<file path="config.mk">
export PLATFORM = sky130hd
export DESIGN_NAME = slot_tx_seq
export DESIGN_NICKNAME = d
export VERILOG_FILES = /design/src/rtl/slot_tx_seq_pkg.sv /design/src/rtl/slot_tx_seq_table.sv /design/src/rtl/slot_tx_seq_trig.sv /design/src/rtl/slot_tx_seq_ctrl.sv /design/src/rtl/slot_tx_seq_outs.sv /design/src/rtl/slot_tx_seq.sv
export SDC_FILE = /design/constraint.sdc
export NUM_CORES = 1
export LEC_CHECK = 0
export BUFFER_PORTS_ARGS = -buffer_cell sky130_fd_sc_hd__buf_4
export CELL_PAD_IN_SITES_DETAIL_PLACEMENT = 0
export CELL_PAD_IN_SITES_GLOBAL_PLACEMENT = 1
export CORE_MARGIN = 2
export CORE_UTILIZATION = 51
export CTS_BUF_LIST = sky130_fd_sc_hd__clkbuf_4 sky130_fd_sc_hd__clkbuf_8 sky130_fd_sc_hd__clkbuf_16
export DETAILED_ROUTE_END_ITERATION = 7
export PLACE_DENSITY_LB_ADDON = 0.05
export SYNTH_ARGS = -nofsm -noshare
export SYNTH_HDL_FRONTEND = slang
export SYNTH_HIERARCHICAL = 1
export SYNTH_SLANG_ARGS = --single-unit
</file>
<file path="constraint.sdc">
create_clock -name clk -period 7.76 [get_ports clk]
set_clock_uncertainty 0.05 [all_clocks]
set_input_delay 1.552 -clock clk [delete_from_list [all_inputs] [get_ports clk]]
set_output_delay 1.552 -clock clk [all_outputs]
set_load 0.01 [all_outputs]
</file>
<file path="src/rtl/slot_tx_seq_pkg.sv">
package slot_tx_seq_pkg;

  localparam int CODE_W = 4;

  localparam logic [CODE_W-1:0] EV_NOP       = 4'h0;
  localparam logic [CODE_W-1:0] EV_CS_ON     = 4'h1;
  localparam logic [CODE_W-1:0] EV_CS_OFF    = 4'h2;
  localparam logic [CODE_W-1:0] EV_TXEN_HI   = 4'h3;
  localparam logic [CODE_W-1:0] EV_RAMP_UP   = 4'h4;
  localparam logic [CODE_W-1:0] EV_MOD_START = 4'h5;
  localparam logic [CODE_W-1:0] EV_MOD_END   = 4'h6;
  localparam logic [CODE_W-1:0] EV_RAMP_DN   = 4'h7;
  localparam logic [CODE_W-1:0] EV_TXEN_LO   = 4'h8;

  // strobe outputs, one per code; index order matches the top's pulse vector
  localparam int NUM_PULSE = 4;

  function automatic logic [CODE_W-1:0] pulse_code(input int unsigned i);
    case (i)
      0:       return EV_RAMP_UP;
      1:       return EV_RAMP_DN;
      2:       return EV_MOD_START;
      default: return EV_MOD_END;
    endcase
  endfunction

  typedef enum logic [2:0] {
    ST_IDLE,
    ST_INIT,
    ST_LOAD,
    ST_RUN,
    ST_WLB
  } seq_state_e;

endpackage

</file>
<file path="src/rtl/slot_tx_seq_table.sv">
module slot_tx_seq_table #(
  parameter int AW = 4,
  parameter int DW = 20
) (
  input  logic          clk,
  input  logic          we,
  input  logic [AW-1:0] waddr,
  input  logic [DW-1:0] wdata,
  input  logic [AW-1:0] raddr,
  output logic [DW-1:0] rdata
);
  localparam int DEPTH = 1 << AW;

  logic [DW-1:0] mem [DEPTH];

  // one write port, one registered read port: block RAM friendly
  always_ff @(posedge clk) begin
    if (we) mem[waddr] <= wdata;
    rdata <= mem[raddr];
  end
endmodule

</file>
<file path="src/rtl/slot_tx_seq_trig.sv">
module slot_tx_seq_trig (
  input  logic clk,
  input  logic rst,
  input  logic slot_clk,
  input  logic cfg_valid,
  input  logic busy,
  output logic start
);
  logic slot_q;

  always_ff @(posedge clk) begin
    if (rst) slot_q <= 1'b0;
    else     slot_q <= slot_clk;
  end

  // rising edge, accepted only when configured and idle
  assign start = slot_clk & ~slot_q & cfg_valid & ~busy;
endmodule

</file>
<file path="src/rtl/slot_tx_seq_ctrl.sv">
module slot_tx_seq_ctrl
  import slot_tx_seq_pkg::*;
#(
  parameter int N_EV          = 16,
  parameter int DLY_W         = 16,
  parameter int CLKS_PER_TICK = 8,
  parameter int MODEND_TICKS  = 30,
  parameter int AW            = 4
) (
  input  logic              clk,
  input  logic              rst,
  input  logic              start,
  input  logic [DLY_W-1:0]  init_dly,
  input  logic [CODE_W-1:0] rd_code,
  input  logic [DLY_W-1:0]  rd_dly,
  input  logic              last_bit_done,
  output logic [AW-1:0]     rd_addr,
  output logic              fire,
  output logic [CODE_W-1:0] fire_code,
  output logic              busy
);
  localparam longint MAX_CYC = ((longint'(1) << DLY_W) - 1 + MODEND_TICKS) * CLKS_PER_TICK;
  localparam int     CNT_W   = $clog2(MAX_CYC + 1);
  localparam logic [CNT_W-1:0] TAIL_CYC = CNT_W'(MODEND_TICKS * CLKS_PER_TICK);
  localparam logic [AW-1:0]    LAST_IDX = AW'(N_EV - 1);

  seq_state_e        state;
  logic [CNT_W-1:0]  cnt;
  logic [AW-1:0]     idx;
  logic [CODE_W-1:0] code_q;
  logic [DLY_W-1:0]  dly_q;

  function automatic logic [CNT_W-1:0] to_cyc(input logic [DLY_W-1:0] d);
    return CNT_W'(d) * CNT_W'(CLKS_PER_TICK);
  endfunction

  always_comb begin
    fire      = (state == ST_RUN) && (cnt == '0);
    fire_code = code_q;
    if (start)     rd_addr = '0;
    else if (fire) rd_addr = idx + 1'b1;
    else           rd_addr = idx;
  end

  always_ff @(posedge clk) begin
    if (rst) begin
      state  <= ST_IDLE;
      cnt    <= '0;
      idx    <= '0;
      code_q <= EV_NOP;
      dly_q  <= '0;
      busy   <= 1'b0;
    end else begin
      case (state)
        ST_IDLE: begin
          if (start) begin
            state <= ST_INIT;
            cnt   <= to_cyc(init_dly);
            idx   <= '0;
            busy  <= 1'b1;
          end
        end
        ST_INIT: begin
          if (cnt == '0) state <= ST_LOAD;
          else           cnt   <= cnt - 1'b1;
        end
        ST_LOAD: begin
          code_q <= rd_code;
          dly_q  <= rd_dly;
          if (rd_code == EV_MOD_END) begin
            state <= ST_WLB;
          end else begin
            cnt   <= to_cyc(rd_dly);
            state <= ST_RUN;
          end
        end
        ST_WLB: begin
          // re-anchor: count from the modulator's last bit
          if (last_bit_done) begin
            cnt   <= to_cyc(dly_q) + TAIL_CYC;
            state <= ST_RUN;
          end
        end
        ST_RUN: begin
          if (cnt == '0) begin
            if (idx == LAST_IDX) begin
              state <= ST_IDLE;
              busy  <= 1'b0;
            end else begin
              idx   <= idx + 1'b1;
              state <= ST_LOAD;
            end
          end else begin
            cnt <= cnt - 1'b1;
          end
        end
        default: state <= ST_IDLE;
      endcase
    end
  end
endmodule

</file>
<file path="src/rtl/slot_tx_seq_outs.sv">
module slot_tx_seq_outs
  import slot_tx_seq_pkg::*;
(
  input  logic                 clk,
  input  logic                 rst,
  input  logic                 start,
  input  logic                 init_txen,
  input  logic                 fire,
  input  logic [CODE_W-1:0]    fire_code,
  input  logic                 cs_en,
  output logic                 txen_o,
  output logic                 cs_win_o,
  output logic [NUM_PULSE-1:0] pulse_o
);
  always_ff @(posedge clk) begin
    if (rst) begin
      txen_o <= 1'b0;
    end else if (start) begin
      txen_o <= init_txen;
    end else if (fire) begin
      if (fire_code == EV_TXEN_HI)      txen_o <= 1'b1;
      else if (fire_code == EV_TXEN_LO) txen_o <= 1'b0;
    end
  end

  always_ff @(posedge clk) begin
    if (rst || start) begin
      cs_win_o <= 1'b0;
    end else if (fire && cs_en) begin
      if (fire_code == EV_CS_ON)       cs_win_o <= 1'b1;
      else if (fire_code == EV_CS_OFF) cs_win_o <= 1'b0;
    end
  end

  for (genvar g = 0; g < NUM_PULSE; g++) begin : g_pulse
    logic q;
    always_ff @(posedge clk) begin
      if (rst) q <= 1'b0;
      else     q <= fire && (fire_code == pulse_code(g));
    end
    assign pulse_o[g] = q;
  end
endmodule

</file>
<file path="src/rtl/slot_tx_seq.sv">
module slot_tx_seq
  import slot_tx_seq_pkg::*;
#(
  parameter int N_EV          = 16,
  parameter int DLY_W         = 16,
  parameter int CLKS_PER_TICK = 8,
  parameter int MODEND_TICKS  = 30
) (
  input  logic                      clk,
  input  logic                      rst,
  input  logic                      cfg_we,
  input  logic                      cfg_hdr,
  input  logic [$clog2(N_EV)-1:0]   cfg_idx,
  input  logic [3:0]                cfg_code,
  input  logic [DLY_W-1:0]          cfg_dly,
  input  logic                      cfg_valid,
  input  logic                      slot_clk,
  input  logic                      cs_en,
  input  logic                      last_bit_done,
  output logic                      busy_o,
  output logic                      txen_o,
  output logic                      cs_win_o,
  output logic                      ramp_up_o,
  output logic                      ramp_dn_o,
  output logic                      mod_start_o,
  output logic                      mod_end_o
);
  localparam int AW = $clog2(N_EV);
  localparam int EW = CODE_W + DLY_W;

  logic [DLY_W-1:0]     init_dly_q;
  logic                 init_txen_q;
  logic [EW-1:0]        rd_entry;
  logic [AW-1:0]        rd_addr;
  logic                 start;
  logic                 fire;
  logic [CODE_W-1:0]    fire_code;
  logic [NUM_PULSE-1:0] pulses;

  always_ff @(posedge clk) begin
    if (rst) begin
      init_dly_q  <= '0;
      init_txen_q <= 1'b0;
    end else if (cfg_we && cfg_hdr) begin
      init_dly_q  <= cfg_dly;
      init_txen_q <= cfg_code[0];
    end
  end

  slot_tx_seq_table #(.AW(AW), .DW(EW)) u_table (
    .clk   (clk),
    .we    (cfg_we & ~cfg_hdr),
    .waddr (cfg_idx),
    .wdata ({cfg_code, cfg_dly}),
    .raddr (rd_addr),
    .rdata (rd_entry)
  );

  slot_tx_seq_trig u_trig (
    .clk       (clk),
    .rst       (rst),
    .slot_clk  (slot_clk),
    .cfg_valid (cfg_valid),
    .busy      (busy_o),
    .start     (start)
  );

  slot_tx_seq_ctrl #(
    .N_EV          (N_EV),
    .DLY_W         (DLY_W),
    .CLKS_PER_TICK (CLKS_PER_TICK),
    .MODEND_TICKS  (MODEND_TICKS),
    .AW            (AW)
  ) u_ctrl (
    .clk           (clk),
    .rst           (rst),
    .start         (start),
    .init_dly      (init_dly_q),
    .rd_code       (rd_entry[EW-1:DLY_W]),
    .rd_dly        (rd_entry[DLY_W-1:0]),
    .last_bit_done (last_bit_done),
    .rd_addr       (rd_addr),
    .fire          (fire),
    .fire_code     (fire_code),
    .busy          (busy_o)
  );

  slot_tx_seq_outs u_outs (
    .clk       (clk),
    .rst       (rst),
    .start     (start),
    .init_txen (init_txen_q),
    .fire      (fire),
    .fire_code (fire_code),
    .cs_en     (cs_en),
    .txen_o    (txen_o),
    .cs_win_o  (cs_win_o),
    .pulse_o   (pulses)
  );

  assign ramp_up_o   = pulses[0];
  assign ramp_dn_o   = pulses[1];
  assign mod_start_o = pulses[2];
  assign mod_end_o   = pulses[3];
endmodule

</file>
* Word level (Yosys, flattened, before mapping)
Memories as Yosys holds them, arrays and structs flattened. A register that Yosys moved wholly into a read port is not among the register bits.
Cells that the tools add are included.
** Word-level totals
- Output and inout port bits :: 7
- Memory bits (writable) :: 320
- Bits in registers :: 72
- Word-level logic and storage cells :: 100
- Bits of input ports :: 32
- Memories :: 1
** Operators by class
- Multiplexer cells :: 30
- Eq/ne operators :: 22
- Bitwise logic cells :: 7
- Reduce and logical (&&, ||, !) cells :: 22
- $add $sub $neg :: 3
** Memory list
- u_table.mem :: depth 16, bits a word 20, rd ports 1, clocked after memory_dff 1, wr ports 1, line slot_tx_seq_table.sv:14 : logic [DW-1:0] mem [DEPTH];
** Operator list (count)
- $mux 20 :: 4
- $pmux 20 s4 :: 1
- $add 19x8->20 const B :: 1
- $eq 4x3->1 const B :: 5
- $logic_not 20->1 :: 1
- $mux 4 :: 5
- $sub 20x1->20 const B :: 1
- $mux 3 :: 5
- $pmux 3 s5 :: 1
- $ne 2x2->1 const B :: 6
- $reduce_and 4->1 :: 3
- $mux 1 :: 11
- $eq 4x2->1 const B :: 2
- $eq 4x4->1 const B :: 2
- $pmux 4 s2 :: 1
- $logic_and 1x1->1 :: 7
- $eq 3x2->1 const B :: 2
- $reduce_bool 2->1 :: 3
- $reduce_and 5->1 :: 1
- $add 4x1->4 const B :: 1
- $and 1x1->1 :: 4
- $eq 4x1->1 const B :: 1
- $ne 2x1->1 const B :: 2
- $reduce_and 2->1 :: 2
- 10 further kinds :: 12

* Depth between registers and ports, before layout
Gate-level depths: netlist of the first run.
- Depth after elaboration :: 6
- Mapped depth :: 12

* By module
The synthesis of the first run kept the hierarchy.
** By module, submodules not included
- slot_tx_seq_table :: seq. area each 10009.6 um^2, instances 1, cells an instance 533, area an instance 12530.8 um^2
- slot_tx_seq_ctrl :: seq. area each 960.9 um^2, instances 1, cells an instance 422, area an instance 3161.8 um^2
- slot_tx_seq :: seq. area each 340.3 um^2, instances 1, cells an instance 79, area an instance 812.0 um^2
- slot_tx_seq_outs :: seq. area each 120.1 um^2, instances 1, cells an instance 29, area an instance 284.0 um^2
- slot_tx_seq_trig :: seq. area each 20.0 um^2, instances 1, cells an instance 3, area an instance 38.8 um^2

* Worst setup path after synthesis of the first run
OpenSTA, ideal clock, no wires.
- Path type :: in2reg
- Start :: in cfg_we
- End :: mem u_table.mem[0][0], enable pin
- Arrival :: 3.974 ns
- Slack :: 3.314 ns
- Stages on the path :: 5
- Buffers on the path :: 2
- Cell sequence :: buf_6 buf_2 nor2b_1 or3b_2 nor3_1
** Between the ends
- Cells in the longest elaborated chain, start to end :: 3
** Ends and longest elaborated chain
- start, declared :: line slot_tx_seq.sv:11 : input logic cfg_we,
- $and 1x1->1 :: line slot_tx_seq.sv:52 : .we (cfg_we & ~cfg_hdr),
- $mux 1 :: line slot_tx_seq_table.sv:18 : if (we) mem[waddr] <= wdata;
- $mux 1 (not written as such) :: line slot_tx_seq_table.sv:18
- end, declared :: line slot_tx_seq_table.sv:14
No other way between the ends.

* Worst setup path after layout of the first run
- Start :: reg u_ctrl.state[0]
- End :: reg u_table.rdata[6], read port of u_table.mem
** Between the ends
- Cells in the longest elaborated chain, start to end :: 4
** Ends and longest elaborated chain
- start, declared :: line slot_tx_seq_ctrl.sv:27 : seq_state_e state;
- start signal, assigned :: line slot_tx_seq_ctrl.sv:47 : state <= ST_IDLE;
- start signal, assigned :: line slot_tx_seq_ctrl.sv:57 : state <= ST_INIT;
- start signal, assigned :: line slot_tx_seq_ctrl.sv:64 : if (cnt == '0) state <= ST_LOAD;
- $eq 3x2->1 :: line slot_tx_seq_ctrl.sv:38 : fire = (state == ST_RUN) && (cnt == '0);
- $logic_and 1x1->1 :: line slot_tx_seq_ctrl.sv:38
- via fire :: line slot_tx_seq.sv:36 : logic fire;
- $mux 4 :: line slot_tx_seq_ctrl.sv:41 : else if (fire) rd_addr = idx + 1'b1;
- $mux 4 :: line slot_tx_seq_ctrl.sv:40 : if (start) rd_addr = '0;
- via rd_addr[0] :: line slot_tx_seq.sv:34 : logic [AW-1:0] rd_addr;
- end, declared :: line slot_tx_seq_table.sv:10 : output logic [DW-1:0] rdata
The timed path passes the listed nets, and every way through them passes these cells.
A chain may end at the register's enable or synchronous reset.

==> results_dict.tcl, run 1 <==
set metrics [dict create \
    wl_per_cell_um 24.0 \
    worst_slew_pin_slew_ps 1210 \
    dpl.hpwl_um 22200 \
    cp_max_fo 80 \
    postCtsSetupRepairBufs 0 \
    ys_types 78 \
    finalMaxSlewViolations 0 \
    pin_count 39 \
    ys_ff_latch 412 \
    holdPathStages 2 \
    r2r-start "u_ctrl/state[0]" \
    fin_crit_sh 0.538 \
    hold_viol_final 0 \
    hold_slack_ps 396 \
    power_density_nw_per_um2 300 \
    grt_overflow 0 \
    placed_area_um2 17600 \
    ys_warn_count 6 \
    syn_area_per_cell_um2 15.8 \
    dr.first_iter.drc_count 714 \
    rows 66 \
    worst_setup_path_end_kind "flip-flop" \
    r2r-end "u_table/rdata[6]" \
    synth-edff-count 320 \
    vias_per_cell 5.86 \
    drt_wl_total_um 38100 \
    swShare 0.276 \
    crit_type "flip-flop to flip-flop" \
    max_clock_freq_mhz 239 \
    start_kind "flip-flop" \
    power.leakage_nw 6.19 \
    seq_power_share 0.448 \
    numCtsBuffers 44 \
    htree_levels 2 \
    place.port_buffers 38 \
    clkSinkCount 412 \
    gp_congestion 0.746 \
    drc 0 \
    vdd_drop_max_v 0.000207 \
    final.min_clock_period_ps 4180 \
    hold_path_class "flip-flop to flip-flop" \
    min_to "u_ctrl/dly_q[15]" \
    areaGrowthSynthToFinish_pct 13.4 \
    grt_pass1_wl_um 57600 \
    p_clk_frac 0.382 \
    cp.required_ps 8140 \
    vias 9304 \
    clockBufferDepth 3 \
    dieArea_um2 34500 \
    setup_violations 0 \
    cts_resized 0 \
    max_cap_viol_count 0 \
    max-slew-margin-rel 0.192 \
    layout_commonest_cell "edfxtp_1" \
    use_met3 0.0344 \
    antenna_found_initial 1 \
    grt_pass1_vias 9380 \
    cts_root_buf "clkbuf_16" \
    die_h_um 186 \
    netlist_instances 1066 \
    status "complete, no violations" \
    grt_max_degree 81 \
    nNetsFinal 1148 \
    multi_input_area_um2 4980 \
    syn-num-nets 1102 \
    ys.flop_type "edfxtp_1" \
    r2r_cells 9 \
    clkLatencyLatePin_ps 550 \
    regArea_um2 11500 \
    grt_use_total 0.227 \
    synthArstFlopShare 0 \
    switchingPower_mw 1.58 \
    clk_pin_slew_ps 60 \
    fillers 2595 \
    final_cell_mix "320 x edfxtp_1, 92 x dfxtp_1, 92 x nand2_1, 65 x buf_4, 64 x mux4_2" \
    drive_gt1_frac 0.228 \
    n_antenna_cell 0 \
    die_x_um 186 \
    synth.cell_area_um2 16800 \
    ant_nets 0 \
    ys_seq_area_frac 0.680 \
    coreArea_um2 32500 \
    cts_tree "built" \
    timing.reg2reg.setup_slack_ps 3580 \
    initial_core_util 0.517 \
    top_usage_layer "met2" \
    setup_tns_ps 0 \
    arrival_ps 4550 \
    hp-start "u_table/rdata[15]" \
    cts_hold_buf 0 \
    p_int_mw 4.14 \
    grt_use_met1 0.321 \
    rsz0062_at_grt "no" \
    combPwrFrac 0.170 \
    drt_pass1_iterations 5 \
    final_area_um2 19100 \
    met2_usage 0.371 \
]
-- critical path, cell delays in order (launching register included) --
cell     delay (ps)
dfxtp_1         320
nor2b_1         940
nand2_1         420
nor3_4          450
xnor2_1         170
nor2_4          130
buf_12          500
mux4_1          690
a22oi_1         230
nand2_1          70
-- routing by layer --
layer	vias to the layer above	routed length, µm
met5	-	16
met2	261	18200
li1	4288	-
met4	2	835
met1	4689	17000
met3	64	2080
-- metrics by stage --
step / util / worst slack [ps] / total power [mW] / cells
after floorplan: - / 3310 / 3.32 / 1066
after CTS: 0.587 / 3530 / 5.77 / 1589
final: 0.587 / 3580 / 5.72 / 1589
after global placement: 0.539 / 3600 / 3.58 / 1508
after detailed placement: 0.539 / 3530 / 3.58 / 1508
after global routing: 0.587 / 3220 / 5.97 / 1589
-- cell type report --
type	instances	area share
clock inverters	29	0.0176
clock buffers	52	0.0627
inverters	16	0.00315
multi-input cells	572	0.261
flip-flops and latches	412	0.600
repair buffers	66	0.0266
well taps	442	0.0290
-- power by group through the flow --
stage | registers, mW | logic [mW] | clock network, mW
after CTS | 2.56 | 0.981 | 2.23
after global placement | 2.61 | 0.977 | 0
after global routing | 2.57 | 1.09 | 2.31
after floorplan | 2.58 | 0.735 | 0
final | 2.56 | 0.973 | 2.18
after detailed placement | 2.61 | 0.977 | 0
-- worst max-delay path by stage --
| stage | from | end | slack, ps | cells after the start |
|---|---|---|---|---|
| after floorplan | cfg_we | u_table/mem[0][0] | 3310 | 5 |
| after global placement | u_ctrl/state[0] | u_table/rdata[6] | 3600 | 9 |
| after CTS | u_ctrl/state[0] | u_table/rdata[6] | 3530 | 9 |
| final | u_ctrl/state[0] | u_table/rdata[6] | 3580 | 9 |
| after global routing | u_ctrl/state[0] | u_table/rdata[6] | 3220 | 9 |
| after detailed placement | u_ctrl/state[0] | u_table/rdata[6] | 3530 | 9 |
-- cell families after synthesis --
family | Yosys count | synth area share
AO/OA/AOI/OAI | 208 | 0.0860
XOR/XNOR | 22 | 0.0115
adder cells (fa/ha/maj) | 4 | 0.00297
buffers and inverters | 82 | 0.0281
flip-flops | 412 | 0.680
multiplexers | 87 | 0.115
AND/OR/NAND/NOR | 251 | 0.0761
-- sequential cells by signal (all words and copies together) (netlist names) --
signal            cells
init_dly_q           16
init_txen_q           1
u_ctrl/busy           1
u_ctrl/cnt           20
u_ctrl/dly_q         16
u_ctrl/fire_code      4
u_ctrl/idx            4
u_ctrl/state          3
u_outs/cs_win_o       1
u_outs/g_pulse.q      4
u_outs/txen_o         1
u_table/mem         320
u_table/rdata        20
u_trig/slot_q         1
-- cell usage after synthesis (3+ instances only) --
| library cell | count | area (µm²) |
|---|---|---|
| and3_1 | 3 | 18.8 |
| nand3b_1 | 8 | 60.1 |
| o211ai_1 | 4 | 30.0 |
| nand4_1 | 6 | 37.5 |
| a22oi_1 | 42 | 315 |
| xor2_1 | 12 | 105 |
| nor4_1 | 4 | 25.0 |
| mux4_2 | 64 | 1440 |
| nand3_1 | 25 | 125 |
| dfxtp_1 | 92 | 1840 |
| or3_1 | 3 | 18.8 |
| a21bo_1 | 17 | 170 |
| a31oi_1 | 4 | 25.0 |
| buf_4 | 9 | 67.6 |
| nand2b_1 | 5 | 31.3 |
| nor2_1 | 48 | 180 |
| a21oi_1 | 59 | 295 |
| mux4_1 | 16 | 420 |
| clkbuf_8 | 3 | 41.3 |
| edfxtp_1 | 320 | 9610 |
| a21boi_0 | 3 | 22.5 |
| a221oi_1 | 3 | 26.3 |
| xnor2_1 | 10 | 87.6 |
| o21ai_0 | 23 | 115 |
| nor3_1 | 19 | 95.1 |
| buf_6 | 11 | 124 |
| mux2i_1 | 6 | 60.1 |
| ha_1 | 4 | 50.1 |
| nand2_1 | 92 | 345 |
| buf_2 | 6 | 30.0 |
| o31ai_1 | 3 | 22.5 |
| nor2b_1 | 9 | 56.3 |
| o22ai_1 | 7 | 43.8 |
| inv_1 | 16 | 60.1 |
| and2_1 | 3 | 18.8 |
| a211oi_1 | 3 | 22.5 |
| clkbuf_1 | 34 | 128 |
| a21oi_2 | 13 | 114 |
| o41ai_1 | 7 | 61.3 |
No activity file was read; power rests on OpenSTA's default activity.
==> inputs of run 2 (changes only) <==
==> constraint.sdc (replaced) <==
create_clock -name clk -period 4.1 [get_ports clk]
set_clock_uncertainty 0.05 [all_clocks]
set_input_delay 0.82 -clock clk [delete_from_list [all_inputs] [get_ports clk]]
set_output_delay 0.82 -clock clk [all_outputs]
set_load 0.01 [all_outputs]
==> run 2 against run 1 <==
Compared with the run above: first-iteration DRC count rose by 14%; clock power rose by 82%; worst setup slack got worse by 3000 ps; maximum frequency rose by 17%; core utilization rose by 0.38 points; register-to-register slack got worse by 3000 ps; hold slack improved by 10 ps; global-route usage rose by 0.42 points; flip-flop and latch count did not move; critical path depth rose by 2; combinational power rose by 92%.
==> results_dict.tcl, run 2 (synthesis results as in run 1) <==
set metrics [dict create \
    status "complete, no violations" \
    coreArea_um2 32500 \
    grt_max_degree 67 \
    clkLatencyLatePin_ps 560 \
    antenna_found_initial 3 \
    clk_pin_slew_ps 60 \
    dieArea_um2 34500 \
    finalWorstSetupSlack_ps 537 \
    power_density_nw_per_um2 556 \
    cp_max_fo 11 \
    max_clock_freq_mhz 281 \
    vias 9483 \
    rsz0062_at_grt "no" \
    max_cap_viol_count 0 \
    wl_per_cell_um 23.9 \
    dp_slack_ps 561 \
    fin_crit_sh 0.869 \
    power.leakage_nw 6.28 \
    die_h_um 186 \
    n_antenna_cell 0 \
    final_cell_mix "320 x edfxtp_1, 92 x dfxtp_1, 92 x nand2_1, 79 x buf_4, 64 x mux4_2" \
    drt_pass1_iterations 5 \
    cts_tree "built" \
    areaGrowthSynthToFinish_pct 14.2 \
    cts_hold_buf 0 \
    setup_violations 0 \
    final.min_clock_period_ps 3560 \
    rows 66 \
    largest-register "u_table/mem" \
    worst_slew_pin_slew_ps 964 \
    layout_commonest_cell "edfxtp_1" \
    die_x_um 186 \
    drc 0 \
    largest_reg_flops 320 \
    grt_pass1_vias 9383 \
    clockBufferDepth 3 \
    pin_count 39 \
    postLayoutCoreUtil 0.590 \
    cts_resized 0 \
    drt_wl_total_um 38400 \
    gp_congestion 0.755 \
    hold_viol_final 0 \
    place.port_buffers 38 \
    postCtsSetupRepairBufs 0 \
    dr.first_iter.drc_count 816 \
    grt_overflow 0 \
    grt_use_total 0.231 \
    clkSinkCount 412 \
    worst_setup_path_end_kind "flip-flop" \
    max-slew-margin-rel 0.353 \
    setup_tns_ps 0 \
    initial_core_util 0.517 \
    hold_path_class "flip-flop to flip-flop" \
    nNetsFinal 1164 \
    grt_pass1_wl_um 58400 \
    numCtsBuffers 42 \
    vias_per_cell 5.91 \
    cp.required_ps 4540 \
    cts_root_buf "clkbuf_16" \
    drive_gt1_frac 0.240 \
    dpl.hpwl_um 23200 \
    reg_top3 "u_table/mem: 320 flops, u_ctrl/cnt: 20 flops, u_table/rdata: 20 flops" \
    start_kind "flip-flop" \
    htree_levels 2 \
    crit_type "flip-flop to flip-flop" \
    arrival_ps 4000 \
    vdd_drop_max_v 0.000327 \
    finalMaxSlewViolations 0 \
    ant_nets 0 \
]
-- run 2: changes by cell type in the layout (fill, tap and decap cells not counted), sizes merged --
cell      before  now
buf           66   84
clkbuf        52   64
clkinv        16   10
bufinv         6    3
clkinvlp       4    1
inv           19   16
-- run 2: path summary, 6_finish.rpt --
kind              startpoint                 to  slack (ps)  cells past startpoint
max reg2reg   u_ctrl/cnt[18]  u_table/rdata[12]         540                     11
max           u_ctrl/cnt[18]  u_table/rdata[12]         540                     11
min reg2reg  u_ctrl/dly_q[0]    u_ctrl/dly_q[0]         410                      2
min          u_ctrl/dly_q[0]    u_ctrl/dly_q[0]         410                      2
-- run 2: metal layers --
layer | up-vias | track usage | wire, µm
met1 | 4832 | 0.350 | 17800
li1 | 4322 | - | -
met3 | 51 | 0.0350 | 2160
met4 | 4 | 0.0498 | 558
met5 | - | 0 | 33
met2 | 274 | 0.360 | 17900
-- run 2: layout make-up --
cell class,instances,area (µm²)
flip-flops and latches,412,11500
clock inverters,14,194
inverters,16,60.1
clock buffers,64,1280
multi-input cells,572,4980
well taps,442,553
repair buffers,84,693
fillers,2505,13300
-- run 2: worst max-delay path, stage by stage (launching register included) --
cell and delay (ps):
dfxtp_1 340, or4_2 670, or4_4 490, nor3_4 250, buf_4 200, nand2_1 70
xor2_1 140, nor2_1 250, nor2b_2 520, buf_4 320, a22oi_1 130, nand2_1 80
-- run 2: where the power goes --
part	internal, mW	switching [mW]	total (mW)
logic	0.702	1.17	1.87
clock network	2.37	1.59	3.96
registers	4.67	0.172	4.85
-- run 2: per-stage QoR --
step / cell area [µm²] / total power, mW / hold slack [ps] / instances
finish: 19200 / 10.7 / 406 / 1604
global route: 19200 / 11.2 / 422 / 1604
CTS: 19200 / 10.8 / 407 / 1604
detailed placement: 17700 / 6.82 / 399 / 1526
global placement: 17700 / 6.82 / 393 / 1526
floorplan: 16800 / 6.28 / 375 / 1066
